`config.mk`:
```
export PLATFORM = sky130hd
export DESIGN_NAME = cfgsum_judge
export DESIGN_NICKNAME = d
export VERILOG_FILES = /design/src/rtl/cfgsum_pkg.sv /design/src/rtl/cfgsum_judge.sv
export SDC_FILE = /design/constraint.sdc
export NUM_CORES = 1
export LEC_CHECK = 0
export BUFFER_PORTS_ARGS = -buffer_cell sky130_fd_sc_hd__buf_4
export CORE_AREA = 4 4 41 43
export CTS_CLUSTER_DIAMETER = 40
export DETAILED_ROUTE_END_ITERATION = 7
export DIE_AREA = 0 0 45 47
export PLACE_DENSITY = 0.69
export RECOVER_POWER = 100
export SLEW_MARGIN = 10
export SYNTH_ARGS = -nofsm -noshare
export SYNTH_HDL_FRONTEND = slang
export SYNTH_SLANG_ARGS = --single-unit
```
`constraint.sdc`:
```
create_clock -name clk -period 0.8 [get_ports clk]
set_input_delay 0.24 -clock clk [delete_from_list [all_inputs] [get_ports clk]]
set_output_delay 0.24 -clock clk [all_outputs]
set_load 0.03 [all_outputs]
```
`src/rtl/cfgsum_pkg.sv`:
```
package cfgsum_pkg;

  localparam int unsigned DEF_WORD_W = 16;
  localparam int unsigned DEF_ACC_W  = 32;

  typedef struct packed {
    logic valid;
    logic pass;
  } verdict_t;

endpackage

```
`src/rtl/cfgsum_judge.sv`:
```
module cfgsum_judge
  import cfgsum_pkg::*;
#(
  parameter int unsigned WORD_W = 16,
  parameter int unsigned ACC_W  = 32
) (
  input  logic              clk,
  input  logic              rst_n,
  input  logic              take,
  input  logic              last,
  input  logic [WORD_W-1:0] word,
  input  logic [ACC_W-1:0]  sum,
  output logic              res_valid,
  output logic              res_pass
);

  verdict_t verdict_q;
  verdict_t verdict_d;
  logic     low_match;
  logic     sum_nonzero;

  assign low_match   = (sum[WORD_W-1:0] == word);
  assign sum_nonzero = (sum != '0);

  always_comb begin
    verdict_d.valid = take && last;
    verdict_d.pass  = take && last && low_match && sum_nonzero;
  end

  always_ff @(posedge clk or negedge rst_n) begin
    if (!rst_n) verdict_q <= '0;
    else        verdict_q <= verdict_d;
  end

  assign res_valid = verdict_q.valid;
  assign res_pass  = verdict_q.pass;

  // an all-zero sum is rejected
  p_zero_sum_rejected_r5: assert property (@(posedge clk) disable iff (!rst_n)
    (take && last && (sum == '0)) |=> (res_valid && !res_pass));

  // a low-half mismatch is rejected
  p_mismatch_rejected_r4: assert property (@(posedge clk) disable iff (!rst_n)
    (take && last && (sum[WORD_W-1:0] != word)) |=> (res_valid && !res_pass));

  // a pass is only ever reported together with the strobe
  p_pass_needs_valid_r6: assert property (@(posedge clk) disable iff (!rst_n)
    res_pass |-> res_valid);

endmodule

```
==> results.md <==
## Synthesis
- **register bit total from synthesis** 2
- **sequential area share after synthesis** 0.1646
- **count of warnings emitted by yosys** 0
- **Synthesized Nets** 87
- **fraction of registers with async set or reset after synthesis** 1.000
- **area of the mapped netlist** 304.0 sq um
- **dominant cell type by area after synthesis** sky130_fd_sc_hd__xnor2_1
- **count of different cell masters after synthesis** 9
- **ranking of synthesized cells by instance count** sky130_fd_sc_hd__xnor2_1 (12), sky130_fd_sc_hd__nor4_1 (9), sky130_fd_sc_hd__nand4_1 (4), sky130_fd_sc_hd__xor2_1 (4), sky130_fd_sc_hd__dfrtp_1 (2)
- **cell with the most instances after synthesis** sky130_fd_sc_hd__xnor2_1
- **gate count of the mapped netlist** 35
- **Synth Flop Type** sky130_fd_sc_hd__dfrtp_1
- **Yosys top cell area share** 0.3457
- **number of enable-type register cells in the synthesized netlist** 0
- **Avg Inst Size Synth** 8.687 sq um
- **synth top area cells** sky130_fd_sc_hd__xnor2_1 (35%), sky130_fd_sc_hd__nor4_1 (19%), sky130_fd_sc_hd__dfrtp_1 (16%)

## Critical path
- **peak per-stage delay on the critical path** 370 ps
- **count of buffering cells on the critical path with inverters included** 1
- **kind of cell adding the most delay to the critical path** flip-flops
- **WP data required** 560 ps
- **worst endpoint data arrival time** 740 ps
- **highest-delay cell along the critical path** sky130_fd_sc_hd__dfrtp_1
- **critical path peak fanout** 1
- **kind of critical path** reg -> out
- **type of destination of the critical path** output pin
- **crit-path cells** buf_6
- **critical path startpoint category** flip-flop

## Clocking
- **clock sink count** 2
- **number of setup buffers added after CTS** 0
- **Clock Path Buffers** 2
- **CTS tree** done
- **TritonCTS buffer count** 3
- **H-tree Lvls** 1
- **clock-pin slew on the worst setup and hold paths** 30 ps
- **Clock Tree Root** sky130_fd_sc_hd__clkbuf_4

## Finish
- **FF+latch area** 50.05 sq um
- **Inserted Diodes** 0
- **final net count** 156
- **synthesis-to-layout area growth** 190.5%
- **share of the core filled with cells** 0.6788
- **Filler Cells Inserted** 125
- **fraction of final layout cells sized beyond drive strength 1** 0.7059
- **final cell count without fillers** 117
- **Post-Layout Inst Area** 883.3 sq um
- **area of the multi-input gates** 301.5 sq um

## Min path
- **Hold Startpoint** last
- **worst hold path stage count** 2
- **class of the worst hold path** in -> reg
- **worst-case hold path end point** res_valid$_DFF_PN0_

## Drt
- **residual antenna-violating net count after detailed routing** 0
- **WL per Instance** 12.92 microns
- **number of search-and-repair iterations in the first detailed-routing pass** 2
- **via count** 550
- **remaining design rule violation count** 0
- **Detailed Route Iter0 Violations** 3
- **number of vias per cell after detailed routing** 4.701
- **DRT Wirelength** 1512 microns

## GRT
- **first-pass GRT wire length** 2380 microns
- **vias in the first global route** 625
- **pin count of the biggest net entering global routing** 3
- **grt total ovfl** 0
- **antenna violations before repair** 0
- **GRT Resource Usage Total** 0.1572

## Die
- **standard-cell row count** 13
- **Ports** 54
- **die boundary height** 47 microns
- **die footprint** 2115 sq um
- **starting density of the core** 0.2337
- **Die Wd** 45 microns
- **area of the core region** 1301 sq um

## Timing
- **remaining max-slew budget at the tightest pin** 0.8374
- **Period Utilization, post-route** 1.226
- **Final Max Slew Viols** 0
- **setup TNS** -495.9 ps
- **Final WS setup** -180.7 ps
- **final count of negative-setup-slack endpoints** 3
- **endpoints failing hold** 0
- **unrepaired setup endpoints after global routing** yes
- **highest clock frequency the design can meet** 1.020 GHz
- **worst-margin pin slew** 241.6 ps
- **clock period minus final worst setup slack** 980.7 ps

## Run
- **count of maximum capacitance violations** 0

## Status
- **violated checks** negative setup slack
- **run status** complete, but fails checks

## Pwr
- **total design power** 0.7273 mW
- **Cell Pwr Density** 823.4 nW/um^2
- **reported leakage power** 0.4041 nW
- **Worst VDD drop** 447.9 uV

## Placement
- **placer congestion estimate** 0.6885
- **DP Area** 795.8 sq um
- **placed instance count** 113
- **number of port buffers** 53
- **final HPWL from detailed placement** 1326 microns

-- kinds of logic (layout without fill, tap and decap cells) --
family,count (synthesis),count (layout),share of synthesized area
XOR/XNOR,16,16,0.4609
buffers and inverters,0,67,0
AND/OR/NAND/NOR,16,16,0.3456
AO/OA/AOI/OAI,1,1,0.02881
flip-flops,2,2,0.1646
-- cells in the final DEF (no fill, tap or decap) --
master / count
sky130_fd_sc_hd__buf_4: 59
sky130_fd_sc_hd__clkbuf_1: 1
sky130_fd_sc_hd__dfrtp_1: 2
sky130_fd_sc_hd__xor2_1: 3
sky130_fd_sc_hd__clkbuf_4: 3
sky130_fd_sc_hd__and2_0: 1
sky130_fd_sc_hd__xor2_2: 1
sky130_fd_sc_hd__nor4_1: 4
sky130_fd_sc_hd__nand3_1: 1
sky130_fd_sc_hd__nor4_2: 5
sky130_fd_sc_hd__nor4_4: 1
sky130_fd_sc_hd__nand4_1: 4
sky130_fd_sc_hd__buf_6: 3
sky130_fd_sc_hd__dlygate4sd3_1: 1
sky130_fd_sc_hd__xnor2_1: 12
sky130_fd_sc_hd__o2111ai_1: 1
-- cell type report --
type	instances	share of cell area
timing repair buffer	64	0.5552
multi-input combinational	33	0.3414
sequential	2	0.05666
clock buffer	3	0.02550
tap	15	0.02125
-- state kept, by name, indices dropped and copies added (netlist names) --
name	flops
res_pass	1
res_valid	1
-- power by group --
part           total (mW)  leakage [nW]  switching [mW]  internal [mW]
Sequential          0.106        0.0269         0.00105          0.104
Clock               0.237        0.0138          0.0707          0.167
Combinational       0.385         0.363           0.125          0.260
Total               0.727         0.404           0.196          0.531
-- through the flow --
step                      worst slack (ps)  hold slack (ps)
after floorplan                     -198.7           -55.59
after global placement              -400.9            23.52
after detailed placement            -406.1            25.25
after CTS                           -186.5            267.9
after global routing                -201.8            311.4
final                               -180.7            298.0
-- routing by layer --
layer | vias to the layer above | global-route usage | routed length, microns
met2 | 32 | 0.2994 | 847
met4 | 0 | 0.08187 | 14
met3 | 2 | 0.06897 | 193
li1 | 270 | - | -
met5 | - | 0 | 0
met1 | 246 | 0.1386 | 457
-- worst max path at each step --
stage | startpoint | end | slack [ps] | depth (start not counted)
after floorplan | word[14] | res_pass$_DFF_PN0_ | -200 | 4
after global placement | word[14] | res_pass$_DFF_PN0_ | -400 | 5
after detailed placement | sum[1] | res_pass$_DFF_PN0_ | -410 | 5
after CTS | res_pass$_DFF_PN0_ | res_pass | -190 | 1
after global routing | res_pass$_DFF_PN0_ | res_pass | -200 | 1
final | res_pass$_DFF_PN0_ | res_pass | -180 | 1
-- repair_timing --
| item | 4_1_cts | 5_1_grt |
|---|---|---|
| gates resized for setup | 6 | 4 |
| cloned | 0 | 0 |
| hold buffers | 1 | 0 |
| setup endpoints to repair | 3 | 3 |
| endpoints found under the hold margin | 2 | 0 |
No activity file was read; power rests on OpenSTA's default activity.
